### config.mk
export PLATFORM = sky130hd
export DESIGN_NAME = ext_bus_strobe_seq
export DESIGN_NICKNAME = d
export VERILOG_FILES = /design/src/rtl/ext_strobe_pkg.sv /design/src/rtl/esb_phase_timer.sv /design/src/rtl/esb_cycle_latch.sv /design/src/rtl/esb_strobe_decode.sv /design/src/rtl/ext_bus_strobe_seq.sv
export SDC_FILE = /design/constraint.sdc
export NUM_CORES = 1
export LEC_CHECK = 0
export BUFFER_PORTS_ARGS = -buffer_cell sky130_fd_sc_hd__buf_2
export CAP_MARGIN = 20
export CORE_AREA = 2 2 39 41
export DETAILED_ROUTE_END_ITERATION = 10
export DIE_AREA = 0 0 41 43
export GPL_ROUTABILITY_DRIVEN = 0
export SYNTH_ARGS = -nofsm -noshare
export SYNTH_HDL_FRONTEND = slang
export SYNTH_SLANG_ARGS = --single-unit
export TNS_END_PERCENT = 30
### constraint.sdc
create_clock -name clk_i -period 1.5 [get_ports clk_i]
set_input_delay 0.075 -clock clk_i [delete_from_list [all_inputs] [get_ports clk_i]]
set_output_delay 0.075 -clock clk_i [all_outputs]
set_load 0.01 [all_outputs]
### src/rtl/ext_strobe_pkg.sv
package ext_strobe_pkg;
  localparam int unsigned NUM_PHASES = 6;
  localparam int unsigned TICKS_STD  = 2;
  localparam int unsigned TICKS_FAST = 1;
  localparam int unsigned ALE_SLOTS  = 2;

  typedef enum logic [1:0] {
    CYC_INT      = 2'b00,
    CYC_EXT_CODE = 2'b01,
    CYC_EXT_DATA = 2'b10,
    CYC_INT_ALT  = 2'b11
  } cyc_type_e;
endpackage

### src/rtl/esb_phase_timer.sv
module esb_phase_timer #(
  parameter int unsigned NUM_PHASES = 6,
  parameter int unsigned TICKS_STD  = 2,
  parameter int unsigned TICKS_FAST = 1,
  localparam int unsigned PH_W      = $clog2(NUM_PHASES),
  localparam int unsigned TICK_W    = (TICKS_STD > 1) ? $clog2(TICKS_STD) : 1
) (
  input  logic            clk_i,
  input  logic            rst_ni,
  input  logic            fast_q_i,
  output logic            load_o,
  output logic            active_o,
  output logic [PH_W-1:0] phase_o
);
  logic              started_q;
  logic [TICK_W-1:0] tick_q;
  logic [PH_W-1:0]   phase_q;
  logic [TICK_W-1:0] tick_max;
  logic              tick_last, phase_last;

  assign tick_max   = fast_q_i ? TICK_W'(TICKS_FAST - 1) : TICK_W'(TICKS_STD - 1);
  assign tick_last  = (tick_q == tick_max);
  assign phase_last = (phase_q == PH_W'(NUM_PHASES - 1));
  // a cycle boundary also follows reset release
  assign load_o     = !started_q || (tick_last && phase_last);

  always_ff @(posedge clk_i or negedge rst_ni) begin
    if (!rst_ni) begin
      started_q <= 1'b0;
      tick_q    <= '0;
      phase_q   <= '0;
    end else if (load_o) begin
      started_q <= 1'b1;
      tick_q    <= '0;
      phase_q   <= '0;
    end else if (tick_last) begin
      tick_q    <= '0;
      phase_q   <= phase_q + PH_W'(1);
    end else begin
      tick_q    <= tick_q + TICK_W'(1);
    end
  end

  assign active_o = started_q;
  assign phase_o  = phase_q;
endmodule

### src/rtl/esb_cycle_latch.sv
module esb_cycle_latch
  import ext_strobe_pkg::*;
(
  input  logic      clk_i,
  input  logic      rst_ni,
  input  logic      load_i,
  input  logic      fast_i,
  input  logic      ale_off_i,
  input  logic [1:0] cyc_i,
  output logic      fast_q_o,
  output logic      ale_off_q_o,
  output cyc_type_e cyc_q_o
);
  always_ff @(posedge clk_i or negedge rst_ni) begin
    if (!rst_ni) begin
      fast_q_o    <= 1'b0;
      ale_off_q_o <= 1'b0;
      cyc_q_o     <= CYC_INT;
    end else if (load_i) begin
      fast_q_o    <= fast_i;
      ale_off_q_o <= ale_off_i;
      cyc_q_o     <= cyc_type_e'(cyc_i);
    end
  end
endmodule

### src/rtl/esb_strobe_decode.sv
module esb_strobe_decode
  import ext_strobe_pkg::*;
#(
  parameter int unsigned NUM_PHASES = 6,
  parameter int unsigned ALE_SLOTS  = 2,
  localparam int unsigned PH_W      = $clog2(NUM_PHASES),
  localparam int unsigned SLOT_LEN  = NUM_PHASES / ALE_SLOTS
) (
  input  logic            active_i,
  input  logic [PH_W-1:0] phase_i,
  input  cyc_type_e       cyc_i,
  input  logic            ale_off_i,
  output logic            ale_o,
  output logic            psen_n_o
);
  logic [ALE_SLOTS-1:0] ale_slot, psen_slot;
  logic is_code, is_data, is_int;

  assign is_code = (cyc_i == CYC_EXT_CODE);
  assign is_data = (cyc_i == CYC_EXT_DATA);
  assign is_int  = !is_code && !is_data;

  for (genvar g = 0; g < ALE_SLOTS; g++) begin : g_slot
    localparam int unsigned ALE_PH = g * SLOT_LEN;
    logic keep;
    // data cycles keep the first ALE only; internal cycles honour ale_off
    if (g == 0) begin : g_first
      assign keep = is_code || is_data || !ale_off_i;
    end else begin : g_rest
      assign keep = is_code || (is_int && !ale_off_i);
    end
    assign ale_slot[g]  = keep && (phase_i == PH_W'(ALE_PH));
    assign psen_slot[g] = is_code && (phase_i == PH_W'(ALE_PH + 1));
  end

  assign ale_o    = active_i && (|ale_slot);
  assign psen_n_o = !(active_i && (|psen_slot));
endmodule

### src/rtl/ext_bus_strobe_seq.sv
module ext_bus_strobe_seq
  import ext_strobe_pkg::*;
#(
  parameter int unsigned NUM_PHASES_P = ext_strobe_pkg::NUM_PHASES,
  parameter int unsigned TICKS_STD_P  = ext_strobe_pkg::TICKS_STD,
  parameter int unsigned TICKS_FAST_P = ext_strobe_pkg::TICKS_FAST,
  parameter int unsigned ALE_SLOTS_P  = ext_strobe_pkg::ALE_SLOTS,
  localparam int unsigned PH_W        = $clog2(NUM_PHASES_P)
) (
  input  logic            clk_i,
  input  logic            rst_ni,
  input  logic            x2_mode_i,
  input  logic            ale_off_i,
  input  logic [1:0]      cyc_type_i,
  output logic            ale_o,
  output logic            psen_n_o,
  output logic [PH_W-1:0] phase_o
);
  logic      load, active;
  logic      x2_q, ale_off_q;
  cyc_type_e cyc_q;

  esb_phase_timer #(
    .NUM_PHASES(NUM_PHASES_P),
    .TICKS_STD (TICKS_STD_P),
    .TICKS_FAST(TICKS_FAST_P)
  ) i_timer (
    .clk_i   (clk_i),
    .rst_ni  (rst_ni),
    .fast_q_i(x2_q),
    .load_o  (load),
    .active_o(active),
    .phase_o (phase_o)
  );

  esb_cycle_latch i_latch (
    .clk_i      (clk_i),
    .rst_ni     (rst_ni),
    .load_i     (load),
    .fast_i     (x2_mode_i),
    .ale_off_i  (ale_off_i),
    .cyc_i      (cyc_type_i),
    .fast_q_o   (x2_q),
    .ale_off_q_o(ale_off_q),
    .cyc_q_o    (cyc_q)
  );

  esb_strobe_decode #(
    .NUM_PHASES(NUM_PHASES_P),
    .ALE_SLOTS (ALE_SLOTS_P)
  ) i_decode (
    .active_i (active),
    .phase_i  (phase_o),
    .cyc_i    (cyc_q),
    .ale_off_i(ale_off_q),
    .ale_o    (ale_o),
    .psen_n_o (psen_n_o)
  );
endmodule

==> impl_metrics.toml <==
[outcome]
status = "finished clean"

[critical_path]
crit_path_max_incr_delay_ns = 0.40
reg2reg_slack_ns = 0.06
critical_path.top_delay_family = "flip-flops"
timing.reg2reg.worst_path_depth = 6
path_cells = "inv_2, ha_4, mux2_2, nand3_2, buf_6"
cpMaxStageDelayCell = "dfrtp_1"
worst_setup_path_start_kind = "flop"
data_arrival_time_of_the_critical_path_ns = 1.36
timing.critical_path.required_ns = 1.42
critPathCaptureType = "output pin"
timing.rr.start = "i_timer.phase_o[1]"
reg2reg_to = "i_latch.cyc_q_o[1]"
criticalPathCategory = "flop to output pin"
critical_path.max_fanout = 4
cp.buffers_inverters = 2

[cts]
clk_root_buffer_cell = "clkbuf_4"
cts_buffers = 3
numClockSinks = 9
clkSlewWorstSetupHoldPaths_ns = 0.06
htree_num_levels = 1
clk-insertion-delay-late_ns = 0.25
cts.path.max_buffers = 2
cts_tree = "built"

[grt]
maximum_number_of_pins_on_one_net_before_global_route_repair = 10
number_of_antenna_violations_at_the_first_check_in_global_routing = 0
grt_overflow_total = 0
grt_pass1_wl_um = 1540
grt_util_all_layers = 0.142
grt_pass1_vias = 377

[timing]
whs_ns = 0.0549
finalSetupViolations = 0
setup_total_negative_slack_ns = 0
finalClockSkew_ns = 0.00355
final.setup.worst_slack_ns = 0.0618
grt_setup_unrepaired = "no"
max_freq_ghz = 0.695
timing.final.crit_share = 0.959
timing.final.hold_violations = 0
finalMaxSlewViolations = 0
post-route-min-period_ns = 1.44

[detailed_routing]
routed-via-count = 368
dr.first_iter.drc_count = 6
ant_nets = 0
drt_pass1_iterations = 2
detail_route.wl_per_cell_um = 11.7
routed_wirelength_um = 937
vias_per_cell = 4.60
drc = 0

[logic_synthesis]
syn_nets = 59
syn-cell-area_um2 = 522
synthesis.instances = 47
postSynthRegisterBits = 9
synth_cell_types = 18
ys_warn_count = 0
synthesis.area_per_instance_um2 = 11.1
synth_seq_area_share = 0.432

[final_layout]
mostFrequentLayoutCells = "buf_2, dfrtp_1, inv_1, mux2_4"
multi_input_area_um2 = 303
nets = 77
final_common_cell = "buf_2"
layout.area.seq_um2 = 226
stdcell_area_um2 = 683
final.fill_count = 132
antenna_cells_inserted = 0
stdcell_count = 80
area.growth.synth_to_final_pct = 30.9
post_route_cells_drive_above_1_share = 0.469

[placement]
place.port_buffers = 10
dp_hpwl_um = 713
dp_cells = 74
preCtsSetupSlack_ns = 0.127
dpl_cell_area_um2 = 599

[die]
row_count = 14
initial_cell_density_of_the_core = 0.377
boundaryPins = 11
floorplan.core_area_um2 = 1380
die_h_um = 43
die_w_um = 41
die_area_um2 = 1760

[power]
worst_ir_drop_vdd_mv = 0.444
p_per_area_nw_per_um2 = 962
total_leakage_power_nw = 0.331

[flow_run]
cap_violations = 0

[min_path]
hold_path_startpoint = "cyc_type_i[0]"
worst_hold_path.endpoint = "i_latch.cyc_q_o[0]"
hold_class = "primary input to flop"
worstHoldPathCells = 2
[routing by layer]
| layer | vias up | share of wire | track usage |
|---|---|---|---|
| met5 | - | 0 | 0 |
| met4 | 0 | 0.030 | 0.140 |
| met3 | 2 | 0.023 | 0.0314 |
| met2 | 6 | 0.48 | 0.184 |
| met1 | 168 | 0.46 | 0.179 |
| li1 | 192 | - | - |
[per-stage QoR]
step,power [mW],util
2_1_floorplan,0.392,-
6_report,0.657,0.494
3_5_place_dp,0.447,0.433
4_1_cts,0.643,0.463
5_1_grt,0.710,0.494
3_3_place_gp,0.442,0.433
[sequential cells by signal (all words and copies together), names as in the netlist]
register,count
i_timer.active_o,1
i_latch.cyc_q_o,2
i_latch.fast_q_o,1
i_timer.phase_o,3
i_timer.tick_q,1
i_latch.ale_off_q_o,1
[Yosys cell counts]
cell type	number	area share
conb_1	1	0.0072
nand2_4	1	0.022
mux2i_1	1	0.019
dfrtp_1	9	0.43
ha_1	6	0.14
mux2_4	4	0.12
nor2b_1	1	0.012
o21ai_0	1	0.0096
nand3_1	3	0.029
a21oi_1	2	0.019
nand3_2	1	0.019
nand2_1	3	0.022
nand2b_1	2	0.024
nand4_1	1	0.012
inv_1	7	0.050
mux2_2	1	0.022
and3_2	1	0.014
a21boi_0	2	0.029
[report_power, final]
part	internal, mW	total [mW]	switching [mW]
Combinational	0.0985	0.182	0.0833
Sequential	0.267	0.293	0.0258
Clock	0.102	0.183	0.0803
Total	0.468	0.657	0.189
[how the worst max path moves through the flow]
stage	startpoint	endpoint	slack (ns)	cells after the start
4_1_cts	i_timer.phase_o[1]	psen_n_o	0.009	5
6_report	i_timer.phase_o[1]	psen_n_o	0.06	5
2_1_floorplan	i_latch.fast_q_o	i_latch.ale_off_q_o	0.16	5
3_3_place_gp	i_timer.phase_o[1]	i_latch.cyc_q_o[1]	0.17	5
3_5_place_dp	i_timer.phase_o[1]	i_latch.ale_off_q_o	0.13	5
5_1_grt	i_timer.phase_o[1]	psen_n_o	0.0006	5
[cell families after synthesis]
logic type / Yosys count / share of synthesized area
buffers and inverters: 7 / 0.0504
adder cells (fa/ha/maj): 6 / 0.144
AND/OR/NAND/NOR: 13 / 0.153
other: 1 / 0.00719
multiplexers: 6 / 0.156
AO/OA/AOI/OAI: 5 / 0.0575
flip-flops: 9 / 0.432
[timing repair]
item / 4_1_cts / 5_1_grt
hold buffers: 1 / 0
pin swaps: 0 / 1
endpoints found under the hold margin: 9 / 0
setup endpoints to repair: 1 / 2
buffers inserted: 0 / 1
gates resized for setup: 3 / 8
[layout make-up]
class	instances	area share
Multi-Input combinational cell	31	0.443
Sequential cell	9	0.332
Timing Repair Buffer	13	0.119
Clock buffer	4	0.0385
Inverter	7	0.0385
Tap cell	16	0.0293
Note: power is estimated with default switching activity, not from simulation.
